[src/rtl/axb_pkg.sv]
package axb_pkg;

    // Candidates per group; the select code of a group is SEL_W bits wide.
    localparam int unsigned CAND_N = 4;
    localparam int unsigned SEL_W  = $clog2(CAND_N);

    // Number of data words needed to hold all select codes of one output.
    function automatic int unsigned sel_words(input int unsigned grp_n, input int unsigned dw);
        return (grp_n * SEL_W + dw - 1) / dw;
    endfunction

endpackage

[src/rtl/axb_cfg_bank.sv]
// Configuration registers of one auxiliary output.
// Register index 0: enable mask; 1..SELW: select words; SELW+1: invert (bit 0).
module axb_cfg_bank
    import axb_pkg::*;
#(
    parameter int unsigned GRP_N = 32,
    parameter int unsigned DW    = 32,
    parameter int unsigned RAW   = 2
) (
    input  logic                   clk_i,
    input  logic                   rst_i,
    input  logic                   wr_i,
    input  logic [RAW-1:0]         reg_i,
    input  logic [DW-1:0]          wdata_i,
    input  logic                   clr_i,
    output logic [GRP_N-1:0]       en_o,
    output logic [GRP_N*SEL_W-1:0] sel_o,
    output logic                   inv_o
);

    localparam int unsigned SELW    = sel_words(GRP_N, DW);
    localparam int unsigned INV_IDX = SELW + 1;
    localparam int unsigned SEL_TOT = GRP_N * SEL_W;

    typedef struct packed {
        logic [GRP_N-1:0]   en;
        logic [SEL_TOT-1:0] sel;
        logic               inv;
    } cfg_t;

    cfg_t cfg_d, cfg_q;

    always_comb begin
        cfg_d = cfg_q;
        if (clr_i) begin
            cfg_d.en  = '0;
            cfg_d.sel = '0;
        end else if (wr_i) begin
            if (int'(reg_i) == 0) begin
                cfg_d.en = wdata_i[GRP_N-1:0];
            end
            for (int k = 0; k < int'(SELW); k++) begin
                if (int'(reg_i) == k + 1) begin
                    cfg_d.sel[k*DW +: DW] = wdata_i;
                end
            end
            if (int'(reg_i) == int'(INV_IDX)) begin
                cfg_d.inv = wdata_i[0];
            end
        end
    end

    always_ff @(posedge clk_i) begin
        if (rst_i) begin
            cfg_q <= '0;
        end else begin
            cfg_q <= cfg_d;
        end
    end

    assign en_o  = cfg_q.en;
    assign sel_o = cfg_q.sel;
    assign inv_o = cfg_q.inv;

    // a clear wipes enables and choices but keeps polarity.
    p_clear_wipes_r8: assert property (@(posedge clk_i) disable iff (rst_i)
        clr_i |=> (en_o == '0) && (sel_o == '0) && (inv_o == $past(inv_o)));

    // a write colliding with a clear leaves no trace.
    p_clear_beats_write_r9: assert property (@(posedge clk_i) disable iff (rst_i)
        (clr_i && wr_i) |=> (en_o == '0) && (inv_o == $past(inv_o)));

    // an enable write without a clear lands in the enable mask.
    p_en_write_r2: assert property (@(posedge clk_i) disable iff (rst_i)
        (wr_i && !clr_i && reg_i == '0) |=> (en_o == $past(wdata_i[GRP_N-1:0])));

    // no access means no configuration change.
    p_idle_hold_r12: assert property (@(posedge clk_i) disable iff (rst_i)
        (!wr_i && !clr_i) |=> ($stable(en_o) && $stable(sel_o) && $stable(inv_o)));

endmodule

[src/rtl/axb_merge.sv]
// Combinational per-group candidate pick, masked OR and polarity for one output.
module axb_merge
    import axb_pkg::*;
#(
    parameter int unsigned GRP_N = 32
) (
    input  logic [GRP_N*CAND_N-1:0] src_i,
    input  logic [GRP_N-1:0]        en_i,
    input  logic [GRP_N*SEL_W-1:0]  sel_i,
    input  logic                    inv_i,
    output logic                    aux_o
);

    logic [GRP_N-1:0] pick;
    logic             hit;

    always_comb begin
        for (int g = 0; g < int'(GRP_N); g++) begin
            pick[g] = src_i[g*CAND_N + int'(sel_i[g*SEL_W +: SEL_W])];
        end
        hit   = |(pick & en_i);
        aux_o = hit ^ inv_i;
        // an output with nothing enabled shows only its polarity.
        if (en_i == '0) begin
            a_idle_polarity_r7: assert (aux_o == inv_i);
        end
    end

endmodule

[src/rtl/aux_xbar.sv]
module aux_xbar
    import axb_pkg::*;
#(
    parameter int unsigned OUT_N = 8,
    parameter int unsigned GRP_N = 32,
    parameter int unsigned DW    = 32,
    parameter logic [GRP_N*CAND_N-1:0] RSVD_MASK =
        (GRP_N*CAND_N)'((128'b1 << 79) | (128'b1 << 87))
) (
    input  logic                    clk_i,
    input  logic                    rst_i,
    input  logic                    cfg_we_i,
    input  logic [$clog2(OUT_N)+$clog2(sel_words(GRP_N, DW)+2)-1:0] cfg_addr_i,
    input  logic [DW-1:0]           cfg_wdata_i,
    input  logic [OUT_N-1:0]        clr_i,
    input  logic [GRP_N*CAND_N-1:0] src_i,
    output logic [OUT_N-1:0]        aux_o
);

    localparam int unsigned REG_N = sel_words(GRP_N, DW) + 2;
    localparam int unsigned RAW   = $clog2(REG_N);
    localparam int unsigned OBW   = $clog2(OUT_N);

    logic [OBW-1:0]            wr_out;
    logic [RAW-1:0]            wr_reg;
    logic [GRP_N*CAND_N-1:0]   src_live;

    assign wr_out   = cfg_addr_i[RAW +: OBW];
    assign wr_reg   = cfg_addr_i[RAW-1:0];
    assign src_live = src_i & ~RSVD_MASK;

    for (genvar o = 0; o < int'(OUT_N); o++) begin : g_out
        logic [GRP_N-1:0]       en;
        logic [GRP_N*SEL_W-1:0] sel;
        logic                   inv;
        logic                   wr;

        assign wr = cfg_we_i && (int'(wr_out) == o);

        axb_cfg_bank #(.GRP_N(GRP_N), .DW(DW), .RAW(RAW)) u_bank (
            .clk_i   (clk_i),
            .rst_i   (rst_i),
            .wr_i    (wr),
            .reg_i   (wr_reg),
            .wdata_i (cfg_wdata_i),
            .clr_i   (clr_i[o]),
            .en_o    (en),
            .sel_o   (sel),
            .inv_o   (inv)
        );

        axb_merge #(.GRP_N(GRP_N)) u_merge (
            .src_i (src_live),
            .en_i  (en),
            .sel_i (sel),
            .inv_i (inv),
            .aux_o (aux_o[o])
        );
    end

    // the cycle after reset every output is low.
    p_reset_quiet_r1: assert property (@(posedge clk_i)
        rst_i |=> (aux_o == '0));

endmodule

[config.mk]
export PLATFORM = sky130hd
export DESIGN_NAME = aux_xbar
export DESIGN_NICKNAME = d
export VERILOG_FILES = /design/src/rtl/axb_pkg.sv /design/src/rtl/axb_cfg_bank.sv /design/src/rtl/axb_merge.sv /design/src/rtl/aux_xbar.sv
export SDC_FILE = /design/constraint.sdc
export NUM_CORES = 2
export LEC_CHECK = 0
export BUFFER_PORTS_ARGS = -buffer_cell sky130_fd_sc_hd__buf_2
export CAP_MARGIN = 20
export CORE_MARGIN = 5
export CORE_UTILIZATION = 55
export DETAILED_ROUTE_END_ITERATION = 8
export GPL_TIMING_DRIVEN = 0
export HOLD_SLACK_MARGIN = 0.12
export PLACE_DENSITY = 0.73
export SLEW_MARGIN = 15
export SYNTH_ARGS = -nofsm -noshare
export SYNTH_HDL_FRONTEND = slang
export SYNTH_SLANG_ARGS = --single-unit
[constraint.sdc]
create_clock -name clk_i -period 1.93 [get_ports clk_i]
set_input_delay 0 -clock clk_i [delete_from_list [all_inputs] [get_ports clk_i]]
set_output_delay 0 -clock clk_i [all_outputs]
set_load 0.02 [all_outputs]
==> impl_metrics.env <==
export IMPL_dr_pass1_iters=9
export IMPL_cp_end_kind="output port"
export IMPL_ant_nets=0
export IMPL_grt_busiest_layer="met2"
export IMPL_p_clk_share_pct=46.4
export IMPL_hold_viol=0
export IMPL_setup_viol=68
export IMPL_die_y_um=261
export IMPL_viasPerCell=6.51
export IMPL_h_tree_depth=3
export IMPL_fin_util_pct=64.2
export IMPL_min_period_over_period_pct=179
export IMPL_grt_use_met1_pct=55.1
export IMPL_grt_first_pass_wirelength_um=227000
export IMPL_syn_area_per_cell_um2=8.39
export IMPL_insertion_delay_ps=630
export IMPL_maxSlewHeadroom_pct=11.3
export IMPL_switchingPower_w=0.00926
export IMPL_synth_area_top_cells="dfxtp_1 45%, nand2_1 17%, mux4_2 12%, a21oi_1 11%, clkbuf_1 3.1%"
export IMPL_yosysWarnings=0
export IMPL_fmax_mhz=289
export IMPL_grt_use_met2_pct=68.4
export IMPL_drcViolationCount=0
export IMPL_rsz0062_at_grt="true"
export IMPL_io_pin_count=184
export IMPL_cts_max_path_buffers=3
export IMPL_cts_sinks=776
export IMPL_reg2reg_slack_ps=640
export IMPL_power_density_mw_per_mm2=891
export IMPL_critPathBufInv=2
export IMPL_die_area_mm2=0.0680
export IMPL_dpl_hpwl_um=121000
export IMPL_path_delay_family="simple AND/OR/NAND/NOR gates"
export IMPL_cp_endpoint="aux_o[6]"
export IMPL_worst_path_max_delay_cell="a222oi_1"
export IMPL_path_cells="mux4_2 -> a222oi_1 -> nand4_1 -> nor4_4 -> xnor2_1 -> buf_4 -> buf_6"
export IMPL_syn_inst=4122
export IMPL_critPathMaxStageDelay_ps=670
export IMPL_finalPower_w=0.0359
export IMPL_ys_async_sr_fraction_pct=0
export IMPL_syn_cell_area_mm2=0.0346
export IMPL_drive_above_1_share_pct=14.3
export IMPL_first_global_vias=32300
export IMPL_cp_start_kind="register"
export IMPL_synth_common_cells="1590 x nand2_1, 776 x dfxtp_1, 768 x a21oi_1"
export IMPL_grt_start_max_net_pins=14
export IMPL_status="finished, violations left"
export IMPL_period_minus_slack_ps=3460
export IMPL_synth_edf_count=0
export IMPL_slew_violations=0
export IMPL_synth_distinct_cells=31
export IMPL_cap_violations=0
export IMPL_critical_path_depth=7
export IMPL_seq_power_share_pct=44.8
export IMPL_cts_buffers=83
export IMPL_synth_most_common_cell="nand2_1"
export IMPL_hold_depth=6
export IMPL_finalClockSkew_ps=0
export IMPL_io_buffers=169
export IMPL_clk_pin_slew_ps=60
export IMPL_setup_slack_ps=-1530
export IMPL_vias=34800
export IMPL_drt_iter0_drc=5132
export IMPL_antenna_found_initial=6
export IMPL_r2r_end="g_out[5].u_bank.inv_o"
export IMPL_ys_seq_elements=776
export IMPL_yosys_area_top_type="dfxtp_1"
export IMPL_reg2reg_from="g_out[5].u_bank.inv_o"
export IMPL_arrival_ps=3460
export IMPL_synth_top_area_share_pct=44.9
export IMPL_synth_ff_type="dfxtp_1"
export IMPL_hold_class="primary input to register"
export IMPL_crit_required_ps=1930
export IMPL_power_leakage_nw=12.1
export IMPL_grt_overflow_total=0
export IMPL_track_usage_pct=46.9
export IMPL_start_util_pct=55.1
export IMPL_rows=92
export IMPL_die_w_um=261
export IMPL_worstSetupStartpoint="g_out[6].u_bank.sel_o[54]"
export IMPL_r2r_cells=3
export IMPL_path_max_fanout=2
export IMPL_violations="negative setup slack"
export IMPL_area_growth_pct=16.5
export IMPL_critPathKind="register to output port"
export IMPL_irDropWorstVdd_v=0.000753
export IMPL_gr_usage_met3_pct=14.8
export IMPL_coreArea_mm2=0.0627
export IMPL_yosysSeqAreaShare_pct=44.9
export IMPL_nets=4613
export IMPL_routedWlPerCell_um=30.8
export IMPL_syn_nets=4298
export IMPL_worst_slew_pin_slew_ps=1330
export IMPL_gp_congestion=1.05
export IMPL_cts_root_buf="clkbuf_16"
export IMPL_power_frac_comb_pct=8.7
export IMPL_routed_wl_um=165000
export IMPL_switching_share_pct=25.8
export IMPL_cts_tree="yes"
export IMPL_p_int_w=0.0266
-- worst min-delay path: stages --
cell     delay (ps)
buf_2           160
nor2_1           90
nand2_2         220
nor2_4          110
nand2_1          80
a21oi_1          60
-- how the worst min path moves through the flow --
stage,from,slack [ps],end
final,cfg_addr_i[2],130,g_out[0].u_bank.sel_o[33]
after global routing,cfg_we_i,140,g_out[3].u_bank.en_o[0]
after CTS,cfg_addr_i[2],120,g_out[4].u_bank.sel_o[31]
after detailed placement,cfg_wdata_i[12],320,g_out[2].u_bank.sel_o[12]
after global placement,cfg_wdata_i[12],310,g_out[2].u_bank.sel_o[12]
after floorplan,cfg_wdata_i[10],140,g_out[1].u_bank.en_o[10]
-- per-stage QoR --
stage                     worst slack, ps  setup TNS, ps  std cells  cell area [µm²]  hold slack, ps
after floorplan                      77.9              0       4122            34600             136
after global placement               -877        -191430       5137            36500             314
after detailed placement             -885        -195630       5137            36500             318
after CTS                           -1350         -25800       5336            40000             123
after global routing                -1480          -9310       5343            40300             140
final                               -1530         -10440       5346            40300             134
-- repair_timing --
action                                  CTS  global route
buffers inserted                          1             1
hold buffers                             55             5
resized for setup                        53            90
hold endpoints to repair                201             7
endpoints found under the setup margin   78           527
pin swaps                                20            15
-- layer usage --
layer  share of wire (%)  up-vias
li1                    -    14800
met1                  33    16400
met2                  42     2727
met3                  14      861
met4                  12        0
met5                   0        -
-- flip-flops by register name, summed over array words and instances (netlist names) --
name and count:
g_out.u_bank.en_o 256, g_out.u_bank.inv_o 8, g_out.u_bank.sel_o 512
-- area by class of cell --
cell class | instances | area (µm²)
fillers | 5469 | 22500
flip-flops and latches | 776 | 15600
clock buffers | 132 | 2580
clock inverters | 13 | 213
diodes | 3 | 7.51
well taps | 846 | 1060
plain buffers | 322 | 1280
multi-input cells | 3022 | 18100
repair buffers | 232 | 1520
-- cells by family (layout without fill, tap and decap cells) --
group	count (synthesis)	after routing	share of synthesized area [%]
buffers and inverters	324	699	3.66
flip-flops	776	776	44.9
other	0	3	0
XOR/XNOR	8	8	0.203
AO/OA/AOI/OAI	921	921	14.3
multiplexers	312	312	16.2
AND/OR/NAND/NOR	1781	1781	20.8
-- layout by cell type, fill, tap and decap left out, types with 5 or more instances in the layout --
| cell type | n |
|---|---|
| clkbuf_16 | 86 |
| nand2b_1 | 5 |
| nand2_1 | 1587 |
| buf_2 | 178 |
| nor3b_1 | 48 |
| nor2_1 | 29 |
| nand3b_1 | 16 |
| o21ai_0 | 13 |
| nor3_2 | 5 |
| buf_6 | 8 |
| dfxtp_1 | 754 |
| mux2_2 | 32 |
| or2_2 | 8 |
| clkbuf_8 | 26 |
| buf_1 | 8 |
| a21oi_1 | 768 |
| nand3_1 | 9 |
| xnor2_1 | 7 |
| a22oi_2 | 14 |
| mux4_2 | 185 |
| nor2_2 | 6 |
| o22ai_1 | 8 |
| a31oi_1 | 25 |
| clkbuf_1 | 286 |
| dlygate4sd3_1 | 60 |
| buf_4 | 9 |
| a222oi_1 | 8 |
| a22oi_1 | 74 |
| clkbuf_2 | 25 |
| mux4_1 | 7 |
| nand4_1 | 25 |
| dfxtp_2 | 22 |
| nor3_1 | 10 |
| bufinv_16 | 5 |
| a311oi_1 | 7 |
| mux2i_1 | 88 |
-- power groups by stage --
stage | Sequential [W] | Combinational, W | Clock, W
floorplan | 0.0164 | 0.00107 | 0
global placement | 0.0164 | 0.00275 | 0
detailed placement | 0.0164 | 0.00275 | 0
CTS | 0.0161 | 0.00286 | 0.0166
global route | 0.0161 | 0.00305 | 0.0172
finish | 0.0161 | 0.00314 | 0.0167
Note: power is estimated with default switching activity, not from simulation.
